## config.mk

```make
export PLATFORM = sky130hd
export DESIGN_NAME = pwm_reg_loop
export DESIGN_NICKNAME = d
export VERILOG_FILES = /design/src/rtl/pwm_reg_pkg.sv /design/src/rtl/pwm_window_cmp.sv /design/src/rtl/pwm_adjust_core.sv /design/src/rtl/pwm_engine.sv /design/src/rtl/pwm_reg_loop.sv
export SDC_FILE = /design/constraint.sdc
export NUM_CORES = 1
export LEC_CHECK = 0
export BUFFER_PORTS_ARGS = -buffer_cell sky130_fd_sc_hd__buf_2
export CAP_MARGIN = 0
export CORE_AREA = 2 2 95 97
export CTS_CLUSTER_SIZE = 28
export DETAILED_ROUTE_END_ITERATION = 8
export DIE_AREA = 0 0 97 99
export PLACE_DENSITY = 0.81
export SYNTH_ARGS = -nofsm -noshare
export SYNTH_HDL_FRONTEND = slang
export SYNTH_SLANG_ARGS = --single-unit
```

## constraint.sdc

```tcl
create_clock -name clk -period 4.1 [get_ports clk]
set_input_delay 0.82 -clock clk [delete_from_list [all_inputs] [get_ports clk]]
set_output_delay 0.82 -clock clk [all_outputs]
set_load 0.01 [all_outputs]
```

## src/rtl/pwm_reg_pkg.sv

```systemverilog
package pwm_reg_pkg;

  // Decision taken for one strobed reading
  typedef enum logic [2:0] {
    ADJ_HOLD = 3'd0,
    ADJ_DUP  = 3'd1,
    ADJ_DDN  = 3'd2,
    ADJ_PUP  = 3'd3,
    ADJ_PDN  = 3'd4
  } adj_kind_e;

  // Lowest duty the loop may use for a given period
  function automatic int duty_floor(input int per, input int sh);
    return per >> sh;
  endfunction

  // Highest duty the loop may use for a given period
  function automatic int duty_ceil(input int per, input int sh);
    return per - (per >> sh);
  endfunction

  // Duty loaded after a period change
  function automatic int duty_centre(input int per);
    return per >> 1;
  endfunction

endpackage

```

## src/rtl/pwm_window_cmp.sv

```systemverilog
module pwm_window_cmp
  import pwm_reg_pkg::*;
#(
  parameter int DW = 8
) (
  input  logic [DW-1:0] smp,
  input  logic [DW-1:0] tgt,
  input  logic [DW-1:0] lo,
  input  logic [DW-1:0] hi,
  output adj_kind_e     kind,
  output logic          in_win
);

  logic above_hi;
  logic below_lo;

  assign above_hi = smp > hi;
  assign below_lo = smp < lo;
  assign in_win   = !above_hi && !below_lo;

  always_comb begin
    if (above_hi)       kind = ADJ_PUP;
    else if (below_lo)  kind = ADJ_PDN;
    else if (smp > tgt) kind = ADJ_DUP;
    else if (smp < tgt) kind = ADJ_DDN;
    else                kind = ADJ_HOLD;
  end

endmodule

```

## src/rtl/pwm_adjust_core.sv

```systemverilog
module pwm_adjust_core
  import pwm_reg_pkg::*;
#(
  parameter int PW       = 9,
  parameter int PER_MAX  = 256,
  parameter int PER_MIN  = 32,
  parameter int PER_STEP = 16,
  parameter int SHIFT    = 4
) (
  input  logic          clk,
  input  logic          rst,
  input  logic          strobe,
  input  adj_kind_e     kind,
  input  logic          in_win,
  output logic [PW-1:0] per_q,
  output logic [PW-1:0] duty_q,
  output logic          flag_q,
  output logic [PW-1:0] lo_lim,
  output logic [PW-1:0] hi_lim,
  output logic          per_chg
);

  localparam int EW = PW + 1;
  localparam logic [EW-1:0] MAX_E  = EW'(PER_MAX);
  localparam logic [EW-1:0] MIN_E  = EW'(PER_MIN);
  localparam logic [EW-1:0] STEP_E = EW'(PER_STEP);

  logic [EW-1:0] up_sum;
  logic [PW-1:0] per_up;
  logic [PW-1:0] per_dn;
  logic [PW-1:0] per_nxt;
  logic [PW-1:0] duty_nxt;

  assign lo_lim = PW'(duty_floor(int'(per_q), SHIFT));
  assign hi_lim = PW'(duty_ceil(int'(per_q), SHIFT));

  assign up_sum = {1'b0, per_q} + STEP_E;
  assign per_up = (up_sum > MAX_E) ? PW'(PER_MAX) : up_sum[PW-1:0];
  assign per_dn = ({1'b0, per_q} < (MIN_E + STEP_E)) ? PW'(PER_MIN)
                                                     : per_q - PW'(PER_STEP);

  always_comb begin
    case (kind)
      ADJ_PUP: per_nxt = per_up;
      ADJ_PDN: per_nxt = per_dn;
      default: per_nxt = per_q;
    endcase
  end

  assign per_chg = strobe && (per_nxt != per_q);

  always_comb begin
    duty_nxt = duty_q;
    if (per_chg) begin
      duty_nxt = PW'(duty_centre(int'(per_nxt)));
    end else if (kind == ADJ_DUP) begin
      duty_nxt = (duty_q >= hi_lim) ? hi_lim : duty_q + 1'b1;
    end else if (kind == ADJ_DDN) begin
      duty_nxt = (duty_q <= lo_lim) ? lo_lim : duty_q - 1'b1;
    end
  end

  always_ff @(posedge clk) begin
    if (rst) begin
      per_q  <= PW'(PER_MAX);
      duty_q <= PW'(PER_MAX / 2);
      flag_q <= 1'b0;
    end else if (strobe) begin
      per_q  <= per_nxt;
      duty_q <= duty_nxt;
      flag_q <= in_win;
    end
  end

endmodule

```

## src/rtl/pwm_engine.sv

```systemverilog
module pwm_engine #(
  parameter int PW      = 9,
  parameter int PER_MAX = 256,
  parameter bit INVERT  = 1'b0
) (
  input  logic          clk,
  input  logic          rst,
  input  logic [PW-1:0] per_pend,
  input  logic [PW-1:0] duty_pend,
  input  logic          flag_pend,
  output logic [PW-1:0] per_act,
  output logic [PW-1:0] duty_act,
  output logic          flag_act,
  output logic          wrap,
  output logic          pwm
);

  logic [PW-1:0] cnt;
  logic          on_time;

  assign wrap    = (cnt == per_act - 1'b1);
  assign on_time = cnt < duty_act;

  always_ff @(posedge clk) begin
    if (rst) begin
      cnt      <= '0;
      per_act  <= PW'(PER_MAX);
      duty_act <= PW'(PER_MAX / 2);
      flag_act <= 1'b0;
    end else if (wrap) begin
      cnt      <= '0;
      per_act  <= per_pend;
      duty_act <= duty_pend;
      flag_act <= flag_pend;
    end else begin
      cnt <= cnt + 1'b1;
    end
  end

  generate
    if (INVERT) begin : g_low
      assign pwm = !on_time;
    end else begin : g_high
      assign pwm = on_time;
    end
  endgenerate

endmodule

```

## src/rtl/pwm_reg_loop.sv

```systemverilog
module pwm_reg_loop
  import pwm_reg_pkg::*;
#(
  parameter int DW       = 8,
  parameter int PW       = 9,
  parameter int PER_MAX  = 256,
  parameter int PER_STEP = 16,
  parameter int SHIFT    = 4,
  parameter int MIN_FLOOR = 2,
  parameter bit INVERT   = 1'b0
) (
  input  logic          clk,
  input  logic          rst,
  input  logic          smp_valid,
  input  logic [DW-1:0] smp_data,
  input  logic [DW-1:0] tgt,
  input  logic [DW-1:0] lim_lo,
  input  logic [DW-1:0] lim_hi,
  output logic          pwm_out,
  output logic [PW-1:0] period_out,
  output logic [PW-1:0] duty_out,
  output logic          in_reg
);

  // Shortest period whose shifted duty floor still equals MIN_FLOOR
  localparam int PER_MIN = MIN_FLOOR << SHIFT;

  adj_kind_e     kind;
  logic          in_win;
  logic [PW-1:0] per_pend;
  logic [PW-1:0] duty_pend;
  logic          flag_pend;
  logic [PW-1:0] lo_lim;
  logic [PW-1:0] hi_lim;
  logic          per_chg;
  logic          wrap;

  pwm_window_cmp #(.DW(DW)) u_cmp (
    .smp    (smp_data),
    .tgt    (tgt),
    .lo     (lim_lo),
    .hi     (lim_hi),
    .kind   (kind),
    .in_win (in_win)
  );

  pwm_adjust_core #(
    .PW(PW), .PER_MAX(PER_MAX), .PER_MIN(PER_MIN),
    .PER_STEP(PER_STEP), .SHIFT(SHIFT)
  ) u_adj (
    .clk     (clk),
    .rst     (rst),
    .strobe  (smp_valid),
    .kind    (kind),
    .in_win  (in_win),
    .per_q   (per_pend),
    .duty_q  (duty_pend),
    .flag_q  (flag_pend),
    .lo_lim  (lo_lim),
    .hi_lim  (hi_lim),
    .per_chg (per_chg)
  );

  pwm_engine #(.PW(PW), .PER_MAX(PER_MAX), .INVERT(INVERT)) u_eng (
    .clk       (clk),
    .rst       (rst),
    .per_pend  (per_pend),
    .duty_pend (duty_pend),
    .flag_pend (flag_pend),
    .per_act   (period_out),
    .duty_act  (duty_out),
    .flag_act  (in_reg),
    .wrap      (wrap),
    .pwm       (pwm_out)
  );

endmodule

```

==> results.md, run 1 <==
* Status: finished clean
* Synth area leader: dfxtp_1
* Synth unique cells at 74
* Worst hold stages at 2
* Max incr delay on CP at ~0.47 ns
* Die H at between 90 and 100 um
* Setup ws final at approximately 0.47 ns
* Tot GR Track Use at between 20% and 30%
* Crit path cell chain: inv_2, ha_1, o21a_1, o31a_1, o21ai_0, a21oi_1, a31oi_1, ha_1, a21o_1, a211oi_1, o31ai_1, a21o_1, a2111oi_0, o21ai_0, nand3_1
* Worst-path clk slew at roughly 0.090 ns
* First drt pass iteration count at 6
* MaxCap Viol Count at 0
* # hold bufs at CTS at 0
* Initial DRC Count at about 460
* Antenna violations before repair at 0
* Fin cells at ~700
* Fin. Hold Viols at 0
* Mapped Cells at around 550
* Slew @ Worst Pin at around 0.76 ns
* DP Worst Slack at ~0.6 ns
* Buf+Inv Stages, Crit Path at 1
* Met3 Use GR at roughly 3.8%
* P_leak at 0.00220 uW
* CTS tree: yes
* Final worst path period share at between 80% and 90%
* Number of flops mapped to enable cells by yosys at 0
* Routed WL at around 12000 um
* Wirelength per Cell at 17.5 um
* Vias in the first global route at between 4000 and 5000
* Hold WC Path Type: flop to flop
* Wire length of the first global-routing pass at between 20000 and 25000 um
* Worst setup path class: flop to flop
* Post-Syn Area at ~4500 um^2
* DPL Wire Length at 9510 um
* Commonest non-fill, non-tap cells in the layout: nor2_1 (57), ha_1 (57), inv_1 (54), buf_2 (54), dfxtp_1 (47)
* GP Congestion at approximately 0.97
* Grt met1 use at between 30% and 40%
* Worst slew margin at between 40% and 50%
* Yosys reg bits at 47
* Htree depth at 2
* Ports at 55
* Worst Setup End Kind: flop
* Final setup viols at 0
* Final Max Tran Viols at 0
* CP Data Required Time at 4.35 ns
* CP Depth at 15
* CORE AREA at approximately 8600 um^2
* Skew final at about 0.014 ns
* FF-to-FF path depth at 15
* Register area share after synthesis at a little over a fifth
* RSZ-0062 raised after global routing: no
* Post-Place Cell Area at roughly 4900 um^2
* Post-DRT Antenna Nets at 0
* CP Max Fanout at 11
* Tmin final at 3.63 ns
* Cells after DPL at 699
* Share of layout cells above drive strength 1 at about 15%
* Setup TNS Final at 0 ns
* Max clock buf depth at 2
* Area share of the largest cell type after synthesis at 21.0%
* Ys async rst share at 0%
* Syn Area/Cell at roughly 8 um^2
* Syn_nets at between 600 and 700
* Top post-synthesis cells by area: dfxtp_1 (21%), ha_1 (16%), mux2i_1 (6.5%), nor2_1 (4.8%), inv_1 (4.5%)
* YS warnings at 0
* Nets@finish at about 700
* Vias/cell at between 6 and 7
* Initial Util at a little over half
* Diodes inserted at 0
* Power Dens Cells at roughly 300 nW/um^2
* CP delay by family, top: compound AO/OA/AOI/OAI gates
* Die W at slightly below 100 um
* Die area at between 9000 and 10000 um^2
* Slowest cell on the critical path: a2111oi_0
* Vias at 4475
* Fin area at 4960 um^2
* Finished Core Util at between 50 and 60%
* Top FF cell, synth: dfxtp_1
* IO buf count at 54
* Startpoint Class: flop
* Fmax at approximately 0.28 GHz
* Worst EP arrival at 3.88 ns
* GR met2 Demand/Resource at between 40 and 50%
* VDD IR max at between 0.0002 and 0.00025 V
* Root Driver: clkbuf_8
* Postcts setup bufs at 0
* Largest net degree at the start of global routing at 35
* Row cnt at 34
* Clk sinks at 47
* Congestion Overflow GR at 0
* DRC errors left at 0
* TritonCTS Buffers at 5
* Worst skew pair latency at a little over 0.3 ns
* Most Crowded Layer GR: met2
* Area delta synth->final at 10.6%
* CTS resizes at 0
==> metal layers <==
layer  vias up  share of wire, %
met3        41               7.0
met4         0               2.8
met1      2079                43
met2       230                47
met5         -                 0
li1       2125                 -
==> path summary, 6_finish.rpt <==
kind / from / endpoint / slack, ns
worst max-delay path: u_adj.per_q[6] / u_adj.duty_q[7] / 0.47
worst min-delay path: u_eng.flag_act / u_eng.flag_act / 0.51
worst max register to register: u_adj.per_q[6] / u_adj.duty_q[7] / 0.47
worst min register to register: u_eng.flag_act / u_eng.flag_act / 0.51
==> cell usage after synthesis, drive strengths merged, types with 4 or more instances <==
cell,number
a21o,14
nor2,58
a21oi,28
clkbuf,17
o31ai,5
a2111oi,8
nor4,5
nand4,9
a221oi,4
nand2b,5
ha,57
a31oi,9
xor2,10
o21ai,16
buf,7
nand2,22
dfxtp,47
a211o,6
o211ai,7
o21a,5
o31a,4
nor3,7
xnor2,21
inv,55
and3,10
a211oi,21
nand3,20
and2,4
mux2i,29
==> registers in the layout (all words and copies together), names as in the netlist <==
name	flops
u_eng.per_act	9
u_eng.cnt	9
u_eng.duty_act	9
u_adj.flag_q	1
u_adj.per_q	9
u_eng.flag_act	1
u_adj.duty_q	9
==> where the power goes <==
group          internal, uW  switching [uW]  leakage, uW
clock                   179             157    0.0000513
sequential              476            48.4     0.000382
combinational           273             389      0.00176
==> per-stage QoR <==
step / power, uW / hold slack (ns)
2_1_floorplan: 1000 / 0.446
3_5_place_dp: 1180 / 0.501
4_1_cts: 1510 / 0.523
6_report: 1520 / 0.512
5_1_grt: 1600 / 0.552
3_3_place_gp: 1150 / 0.481
==> area by class of cell <==
type	instances	area (um^2)
Tap cell	108	135
Clock buffer	6	72.6
Inverter	55	206
Timing Repair Buffer	63	338
Fill cell	751	3590
Sequential cell	47	941
Clock inverter	1	30.0
Multi-Input combinational cell	426	3230
==> worst reg2reg max path: cells and delay by family, from the launching register on <==
kind	cells	cell delay [ns]
adder cells (fa/ha/maj)	2	0.62
AO/OA/AOI/OAI	11	2.35
AND/OR/NAND/NOR	1	0.09
flip-flops	1	0.33
buffers and inverters	1	0.18
==> kinds of logic (layout without fill, tap and decap cells) <==
group                    Yosys count  in the layout  share of synthesized area, %
buffers and inverters             79            125                          6.95
adder cells (fa/ha/maj)           58             58                          16.4
AO/OA/AOI/OAI                    149            149                          25.0
AND/OR/NAND/NOR                  157            157                          17.7
multiplexers                      31             31                          6.98
flip-flops                        47             47                          21.0
XOR/XNOR                          31             31                          6.06
(Power assumes the default switching activity.)
==> run 2: changes to the inputs <==
- REMOVE_ABC_BUFFERS: not set -> 1
==> run 2 against run 1 <==
Compared with the run above:
- critical path depth stayed put
- sequential power hardly changed
- register-to-register slack worse by 0.09 ns
- die area stayed put
- clock skew is 0.0088 ns lower
- cell count is 0.28% higher
- maximum frequency is 2.4% lower
- via count is 0.13% lower
- sequential share of layout area is 0.067 points lower
- largest power group unchanged
==> results.md, run 2 (same netlist as run 1, synthesis figures left out) <==
* Status: finished clean (unchanged)
* VDD IR max at 0.000285 V (was 0.000241 V)
* Setup TNS Final at 0 ns (unchanged)
* Routed WL at 12500 um (was 12400 um)
* Fmax at 0.269 GHz (was 0.275 GHz)
* Power Total at 1540 uW (was 1520 uW)
* Met3 Use GR at 4.04% (was 3.83%)
* Vias/cell at 6.31 (was 6.34)
* Hold WC Path Type: flop to flop (unchanged)
* Commonest non-fill, non-tap cells in the layout: nor2_1 (57), ha_1 (57), inv_1 (54), buf_2 (54), dfxtp_1 (47) (unchanged)
* Clk sinks at 47 (unchanged)
* CTS resizes at 0 (unchanged)
* # hold bufs at CTS at 0 (unchanged)
* Initial Util at 52.4% (unchanged)
* Worst r2r src: u_adj.per_q[1] (was u_adj.per_q[6])
* Tmin final at 3.72 ns (was 3.63 ns)
* Antenna violations before repair at 1 (was 0)
* Skew final at 0.00485 ns (was 0.0137 ns)
* TritonCTS Buffers at 5 (unchanged)
* Die W at 97 um (unchanged)
* CP delay by family, top: compound AO/OA/AOI/OAI gates (unchanged)
* Startpoint Class: flop (unchanged)
* Worst setup path class: flop to flop (unchanged)
* MaxCap Viol Count at 0 (unchanged)
* Final worst path period share at 90.8% (was 88.6%)
* Htree depth at 2 (unchanged)
* IO buf count at 54 (unchanged)
* DP Worst Slack at 0.498 ns (was 0.598 ns)
* Slew @ Worst Pin at 0.739 ns (was 0.765 ns)
* Worst skew pair latency at 0.30 ns (was 0.31 ns)
* Post-DRT Antenna Nets at 0 (unchanged)
* Row cnt at 34 (unchanged)
* Area delta synth->final at 11.0% (was 10.6%)
* CP Launch Point: u_adj.per_q[1] (was u_adj.per_q[6])
* DRC errors left at 0 (unchanged)
* Buf+Inv Stages, Crit Path at 1 (unchanged)
* Power Dens Cells at 310 nW/um^2 (was 307 nW/um^2)
* Final setup viols at 0 (unchanged)
* Nets@finish at 691 (unchanged)
* Max clock buf depth at 2 (unchanged)
* Congestion Overflow GR at 0 (unchanged)
* Vias at 4469 (was 4475)
* Grt met1 use at 31.9% (was 32.7%)
* RSZ-0062 raised after global routing: no (unchanged)
* DPL Wire Length at 9420 um (was 9510 um)
* GR met2 Demand/Resource at 44.8% (was 45.1%)
* Share of layout cells above drive strength 1 at 15.4% (was 15.1%)
* Fin. Hold Viols at 0 (unchanged)
* Setup ws final at 0.376 ns (was 0.466 ns)
* P_leak at 0.00221 uW (was 0.00220 uW)
* Root Driver: clkbuf_8 (unchanged)
* WHS at 0.509 ns (was 0.512 ns)
* Worst slew margin at 50.4% (was 48.7%)
* Tot GR Track Use at 26.0% (was 25.8%)
* Wire length of the first global-routing pass at 20700 um (was 20800 um)
* Worst EP arrival at 3.94 ns (was 3.88 ns)
* Wirelength per Cell at 17.6 um (was 17.5 um)
* First drt pass iteration count at 6 (unchanged)
* Ports at 55 (unchanged)
* Crit path cell chain: ha_1, nor2b_1, o31a_1, o21ai_0, a21oi_1, a31oi_1, ha_1, a21o_1, a211oi_1, o31ai_1, a21oi_2, buf_4, mux2i_1, a211oi_1, a311oi_1 (was inv_2, ha_1, o21a_1, o31a_1, o21ai_0, a21oi_1, a31oi_1, ha_1, a21o_1, a211oi_1, o31ai_1, a21o_1, a2111oi_0, o21ai_0, nand3_1)
* GP Congestion at 0.918 (was 0.972)
* Slowest cell on the critical path: dfxtp_1 (was a2111oi_0)
* Final Max Tran Viols at 0 (unchanged)
* CP Max Fanout at 6 (was 11)
* Die H at 99 um (unchanged)
* Largest net degree at the start of global routing at 35 (unchanged)
* Most Crowded Layer GR: met2 (unchanged)
* Die area at 9600 um^2 (unchanged)
* Hold_sp: u_eng.cnt[0] (was u_eng.flag_act)
* CP Data Required Time at 4.32 ns (was 4.35 ns)
* Vias in the first global route at 4406 (was 4381)
* CTS tree: yes (unchanged)
* Worst-path clk slew at 0.09 ns (about the same)
* Initial DRC Count at 531 (was 456)
* Postcts setup bufs at 0 (unchanged)
* Worst Setup End Kind: flop (unchanged)
* Max incr delay on CP at 0.47 ns (about the same)
* CORE AREA at 8550 um^2 (unchanged)
run 2: changes by cell type in the layout (fill, tap and decap cells not counted):
| cell | delta |
|---|---|
| clkbuf_1 | -1 |
| clkbuf_8 | +1 |
| clkinv_2 | +1 |
| diode_2 | +1 |
run 2: area by class of cell:
type | instances | area (um^2)
fillers | 736 | 3580
diodes | 1 | 2.50
clock inverters | 2 | 35.0
multi-input cells | 426 | 3230
inverters | 55 | 206
well taps | 108 | 135
flip-flops and latches | 47 | 941
clock buffers | 6 | 82.6
repair buffers | 63 | 338
run 2: layer usage:
| metal | vias to the layer above | share of wire, % |
|---|---|---|
| met5 | - | 0 |
| met4 | 0 | 4.2 |
| met3 | 60 | 7.4 |
| met2 | 242 | 46 |
| met1 | 2047 | 42 |
| li1 | 2120 | - |
run 2: worst paths after layout:
check | to | slack [ns] | cells past startpoint
worst max-delay path | u_adj.duty_q[2] | 0.38 | 15
worst min-delay path | u_eng.cnt[0] | 0.51 | 1
worst max register to register | u_adj.duty_q[2] | 0.38 | 15
worst min register to register | u_eng.cnt[0] | 0.51 | 1
run 2: power breakdown:
group          total, uW  switching, uW  internal [uW]  leakage [uW]
combinational        662            388            274       0.00176
sequential           525           49.3            476      0.000382
clock                355            158            197     0.0000612
total               1540            595            947       0.00221
run 2: metrics by stage:
stage / std cells / instance area, um^2 / utilization [%]
2_1_floorplan: 528 / 4380 / -
3_3_place_gp: 699 / 4850 / 56.8
3_5_place_dp: 699 / 4850 / 56.8
4_1_cts: 707 / 4970 / 58.2
5_1_grt: 707 / 4970 / 58.2
6_report: 708 / 4970 / 58.2
